### src/rtl/pal_pkg.sv
package pal_pkg;
  typedef enum logic {
    POL_TRUE = 1'b0,
    POL_COMP = 1'b1
  } pol_e;

  localparam int unsigned LIT_STRIDE = 2;

  function automatic int unsigned lit_pos(int unsigned var_idx, pol_e pol);
    return LIT_STRIDE * var_idx + int'(pol);
  endfunction
endpackage

### src/rtl/pal_fuse_chain.sv
module pal_fuse_chain #(
  parameter int unsigned N_FUSE = 2048
) (
  input  logic              clk,
  input  logic              rst,
  input  logic              cfg_valid,
  output logic              cfg_ready,
  input  logic              cfg_bit,
  output logic [N_FUSE-1:0] fuses
);
  logic take;

  assign cfg_ready = !rst;
  assign take      = cfg_valid && cfg_ready;

  // Map storage is not cleared by reset: only the stream changes it.
  always_ff @(posedge clk) begin
    if (take) fuses <= {fuses[N_FUSE-2:0], cfg_bit};
  end

  p_hold_r2: assert property (@(posedge clk) disable iff (rst)
    !(cfg_valid && cfg_ready) |=> $stable(fuses));
  p_shift_r2: assert property (@(posedge clk) disable iff (rst)
    (cfg_valid && cfg_ready) |=> (fuses[0] == $past(cfg_bit)));
endmodule

### src/rtl/pal_and_plane.sv
module pal_and_plane #(
  parameter int unsigned N_VAR = 16,
  parameter int unsigned N_PT  = 64
) (
  input  logic                       clk,
  input  logic                       rst,
  input  logic [N_PT*2*N_VAR-1:0]    fuses,
  input  logic [N_VAR-1:0]           vars,
  output logic [N_PT-1:0]            pt
);
  import pal_pkg::*;
  localparam int unsigned PT_W = LIT_STRIDE * N_VAR;

  logic [PT_W-1:0] lit;

  for (genvar v = 0; v < N_VAR; v++) begin : g_lit
    assign lit[LIT_STRIDE*v + int'(POL_TRUE)] = vars[v];
    assign lit[LIT_STRIDE*v + int'(POL_COMP)] = ~vars[v];
  end

  for (genvar t = 0; t < N_PT; t++) begin : g_term
    logic [PT_W-1:0] sel;
    assign sel   = fuses[t*PT_W +: PT_W];
    // A term with no literal selected is held at 0 so unused terms drop out.
    assign pt[t] = (|sel) & (&(lit | ~sel));

    p_empty_pt_r4: assert property (@(posedge clk) disable iff (rst)
      (sel == '0) |-> !pt[t]);
    p_contra_r4: assert property (@(posedge clk) disable iff (rst)
      (sel[1:0] == 2'b11) |-> !pt[t]);
  end
endmodule

### src/rtl/pal_macrocell.sv
module pal_macrocell #(
  parameter int unsigned N_TERMS = 8
) (
  input  logic               clk,
  input  logic               rst,
  input  logic [N_TERMS-1:0] terms,
  output logic               q
);
  always_ff @(posedge clk) begin
    if (rst) q <= 1'b0;
    else     q <= |terms;
  end

  p_clear_r7: assert property (@(posedge clk) rst |=> !q);
  p_zero_r5: assert property (@(posedge clk) disable iff (rst)
    (terms == '0) |=> !q);
  p_one_r5: assert property (@(posedge clk) disable iff (rst)
    (|terms) |=> q);
endmodule

### src/rtl/pal_reg_array.sv
module pal_reg_array #(
  parameter int unsigned N_IN       = 8,
  parameter int unsigned N_OUT      = 8,
  parameter int unsigned PT_PER_OUT = 8
) (
  input  logic             clk,
  input  logic             rst,
  input  logic             cfg_valid,
  output logic             cfg_ready,
  input  logic             cfg_bit,
  input  logic [N_IN-1:0]  in_pins,
  input  logic             oe_n,
  output logic [N_OUT-1:0] pin_n,
  output logic             pin_oe
);
  localparam int unsigned N_VAR  = N_IN + N_OUT;
  localparam int unsigned PT_W   = pal_pkg::LIT_STRIDE * N_VAR;
  localparam int unsigned N_PT   = N_OUT * PT_PER_OUT;
  localparam int unsigned N_FUSE = N_PT * PT_W;

  logic [N_FUSE-1:0] fuses;
  logic [N_PT-1:0]   pt;
  logic [N_OUT-1:0]  q;
  logic [N_VAR-1:0]  vars;

  pal_fuse_chain #(.N_FUSE(N_FUSE)) u_chain (
    .clk(clk), .rst(rst), .cfg_valid(cfg_valid), .cfg_ready(cfg_ready),
    .cfg_bit(cfg_bit), .fuses(fuses)
  );

  // Feedback: register Q values occupy the upper variable slots.
  assign vars = {q, in_pins};

  pal_and_plane #(.N_VAR(N_VAR), .N_PT(N_PT)) u_plane (
    .clk(clk), .rst(rst), .fuses(fuses), .vars(vars), .pt(pt)
  );

  for (genvar o = 0; o < N_OUT; o++) begin : g_out
    pal_macrocell #(.N_TERMS(PT_PER_OUT)) u_mc (
      .clk(clk), .rst(rst),
      .terms(pt[o*PT_PER_OUT +: PT_PER_OUT]),
      .q(q[o])
    );
  end

  assign pin_n  = ~q;
  assign pin_oe = ~oe_n;

  p_pins_r6: assert property (@(posedge clk) disable iff (rst)
    1'b1 |=> (pin_n == ~q));
endmodule

### config.mk
export PLATFORM = sky130hd
export DESIGN_NAME = pal_reg_array
export DESIGN_NICKNAME = d
export VERILOG_FILES = /design/src/rtl/pal_pkg.sv /design/src/rtl/pal_fuse_chain.sv /design/src/rtl/pal_and_plane.sv /design/src/rtl/pal_macrocell.sv /design/src/rtl/pal_reg_array.sv
export SDC_FILE = /design/constraint.sdc
export NUM_CORES = 2
export LEC_CHECK = 0
export BUFFER_PORTS_ARGS = -buffer_cell sky130_fd_sc_hd__buf_2
export CAP_MARGIN = 5
export CORE_ASPECT_RATIO = 1.75
export CORE_UTILIZATION = 45
export CTS_CLUSTER_DIAMETER = 60
export DETAILED_ROUTE_END_ITERATION = 8
export HOLD_SLACK_MARGIN = 0.06
export PLACE_DENSITY = 0.58
export SLEW_MARGIN = 15
export SYNTH_ARGS = -nofsm -noshare
export SYNTH_HDL_FRONTEND = slang
export SYNTH_SLANG_ARGS = --single-unit
### constraint.sdc
create_clock -name clk -period 101.3 [get_ports clk]
set_input_delay 10.13 -clock clk [delete_from_list [all_inputs] [get_ports clk]]
set_output_delay 10.13 -clock clk [all_outputs]
set_load 0.01 [all_outputs]
==> out/qor.tcl <==
set qor(status) {finished clean}
set qor(yosysUniqueCellTypes) 15
set qor(tritoncts) {done}
set qor(grt_pass1_wl_mm) 272
set qor(critPathSlowestCell) {sky130_fd_sc_hd__buf_4}
set qor(postRouteAntennaNets) 0
set qor(grt_max_degree) 202
set qor(worst_path_largest_cell_delay_ps) 330
set qor(drv_slew) 0
set qor(fin_worst_skew_ps) 34.8
set qor(nNetsFinal) 4430
set qor(buffers_from_clock_root_to_sink_at_most) 4
set qor(dp.cells) 6486
set qor(cts_post_setup_buffers_inserted) 0
set qor(clock_latency_on_the_worst_skew_pair_ps) 820
set qor(most_used_cell_along_the_critical_path) {sky130_fd_sc_hd__buf_2}
set qor(met2_length_mm) 90.7
set qor(postCtsResizedCells) 0
set qor(dr.first_iter.drc_count) 3547
set qor(fin_cells) 6808
set qor(p_leak_nw) 26.8
set qor(overflow) 0
set qor(rsz_0062_raised_after_global_routing) {false}
set qor(horizontal_die_dimension_um) 320
set qor(flow.area_growth_from_synthesis_pct) 10.5
set qor(final_core_utilization_pct) 50.1
set qor(multi_input_combinational_cell_area_sq_um) 16900
set qor(drtPass1Iterations) 5
set qor(clock_sink_total) 2056
set qor(first_global_vias) 43027
set qor(worst_ir_drop_vdd_mv) 0.0160
set qor(sum_of_negative_setup_slack_ps) 0
set qor(seq_area_frac_synth_pct) 77.6
set qor(finalWirelength_mm) 180
set qor(syn-cell-area_sq_um) 79400
set qor(holdBufCountCts) 0
set qor(fin_crit_ps) 20970
set qor(worst_max_slew_margin_expressed_relative_to_the_limit_pct) 24.2
set qor(design.core.area_sq_um) 175000
set qor(initial_utilization_pct) 45.4
set qor(grt_util_all_layers_pct) 20.0
set qor(layout_worst_path_cycle_share_pct) 20.7
set qor(filler_cell_count) 14241
set qor(cts_h_tree_depth) 4
set qor(seqCellArea_sq_um) 61700
set qor(ys_seq_elements) 2056
set qor(grt_antenna_before_repair) 2
set qor(synth_area_per_cell_sq_um) 18.6
set qor(route.detailed.vias_per_inst) 5.99
set qor(ys.warnings.count) 0
set qor(clockRootBuffer) {sky130_fd_sc_hd__clkbuf_16}
set qor(clk_pin_slew_worst_paths_ps) 70
set qor(place.port_buffers) 22
set qor(clock.fmax_mhz) 47.7
set qor(drc_errors) 0
set qor(max_used_layer) {met4}
set qor(powerDensity_nw_per_um2) 19.7
set qor(syn-num-nets) 4280
set qor(critical_path.top_delay_family) {buffers and inverters}
set qor(report.final.hold_viol_count) 0
set qor(i_o_pin_cnt) 23
set qor(drt-met1-wl_mm) 77.3
set qor(timing.final.setup_violations) 0
set qor(design.die.area_sq_um) 178000
set qor(cts-buffers-inserted) 184
set qor(class_of_the_most_critical_hold_timing_path) {reg2reg}
set qor(dp_hpwl_mm) 102
set qor(crit_fanout) 9
set qor(cp_cell_sequence) {buf_2 -> clkinv_1 -> buf_4 -> buf_2}
set qor(final_layout_size_suffix_gt1_share_pct) 6.96
set qor(max_slew.worst_pin.slew_ps) 1140
set qor(class_of_the_most_critical_setup_path) {in2out}
set qor(via_count) 40807
set qor(cell_count_after_synthesis) 4267
set qor(crit_arrival_ps) 10840
set qor(wl_per_cell_um) 26.4
set qor(setup.reg_to_reg.worst_slack_ps) 97010
set qor(crit_buf_inv) 4
set qor(hold_ws_ps) 453
set qor(dr_wl_met3_mm) 6.85
set qor(die_height_um) 558
set qor(gp_routability_congestion) 0.787
set qor(rows) 203
set qor(endpoint_class_of_the_critical_path) {output port}
set qor(worst_path_required_time_ps) 91170
set qor(maxCapViolCount) 0
set qor(type_of_origin_of_the_critical_path) {primary input}
metal layers:
| metal | track usage [%] | vias to the layer above |
|---|---|---|
| met1 | 27.0 | 21297 |
| met5 | 0 | - |
| met3 | 2.14 | 257 |
| met2 | 34.3 | 866 |
| li1 | - | 18387 |
| met4 | 5.98 | 0 |
kinds of logic after synthesis:
| group | after synthesis | synth area share, % |
|---|---|---|
| DFF | 2056 | 77.6 |
| and+or+nand+nor | 1025 | 7.97 |
| muxes | 1024 | 12.9 |
| buffers and inverters | 122 | 1.11 |
| AOI/OAI and AO/OA | 40 | 0.366 |
final timing paths:
| kind | end | startpoint | cells after the start |
|---|---|---|---|
| worst min-delay path | u_chain.fuses[945] | u_chain.fuses[944] | 0 |
| worst min register to register | u_chain.fuses[945] | u_chain.fuses[944] | 0 |
| worst max-delay path | cfg_ready | rst | 4 |
| worst max register to register | g_out[5].u_mc.q | g_out[0].u_mc.q | 8 |
through the flow:
step	power, mW	worst slack (ps)	area (sq um)
5_1_grt	1.78	80290	87700
3_3_place_gp	1.06	80300	82100
4_1_cts	1.75	80290	87700
6_report	1.73	80330	87700
2_1_floorplan	1.11	37490	79400
3_5_place_dp	1.06	80290	82100
area by class of cell:
class	count	area share, %
repair buffers	76	0.716
diodes	1	0.00285
inverters	10	0.0428
clock inverters	80	0.862
flip-flops and latches	2056	70.3
well taps	2255	3.22
multi-input cells	2089	19.2
clock buffers	241	5.59
registers in the layout, indices dropped and copies added, names as in the netlist:
name / flops
u_chain.fuses: 2048
g_out.u_mc.q: 8
report_power, final:
| part | switching (mW) | total [mW] | internal (mW) |
|---|---|---|---|
| Combinational | 0.0348 | 0.0495 | 0.0147 |
| Sequential | 0.0241 | 0.996 | 0.972 |
| Clock | 0.304 | 0.683 | 0.378 |
| Total | 0.363 | 1.73 | 1.36 |
worst reg2reg max path: stages, from the launching register on:
cell and delay (ps):
sky130_fd_sc_hd__dfxtp_4 640, sky130_fd_sc_hd__buf_4 710, sky130_fd_sc_hd__buf_4 620, sky130_fd_sc_hd__buf_4 610, sky130_fd_sc_hd__mux2i_1 270, sky130_fd_sc_hd__nand4_1 90, sky130_fd_sc_hd__or4_1 560, sky130_fd_sc_hd__o22ai_1 500
sky130_fd_sc_hd__o41a_1 240
placed cells by master (no fill, tap or decap), drive strengths merged:
| cell | count |
|---|---|
| nor4 | 512 |
| clkinvlp | 4 |
| mux2i | 1024 |
| o22ai | 32 |
| clkbuf | 241 |
| or4 | 64 |
| o41a | 8 |
| nor2 | 64 |
| clkinv | 61 |
| edfxtp | 2048 |
| buf | 76 |
| nor2b | 1 |
| diode | 1 |
| bufinv | 15 |
| inv | 10 |
| nand4 | 384 |
| dfxtp | 8 |
synthesized netlist by cell type:
cell type                  number  area share, %
sky130_fd_sc_hd__buf_2         51           0.32
sky130_fd_sc_hd__buf_4         26           0.25
sky130_fd_sc_hd__buf_6         35           0.50
sky130_fd_sc_hd__clkinv_1       1         0.0047
sky130_fd_sc_hd__dfxtp_1        8           0.20
sky130_fd_sc_hd__edfxtp_1    2048             77
sky130_fd_sc_hd__inv_1          9          0.043
sky130_fd_sc_hd__mux2i_1     1024             13
sky130_fd_sc_hd__nand4_1      384            3.0
sky130_fd_sc_hd__nor2_1        64           0.30
sky130_fd_sc_hd__nor2b_1        1         0.0079
sky130_fd_sc_hd__nor4_1       512            4.0
sky130_fd_sc_hd__o22ai_1       32           0.25
sky130_fd_sc_hd__o41a_1         8           0.11
sky130_fd_sc_hd__or4_1         64           0.61
No activity file was read; power rests on OpenSTA's default activity.
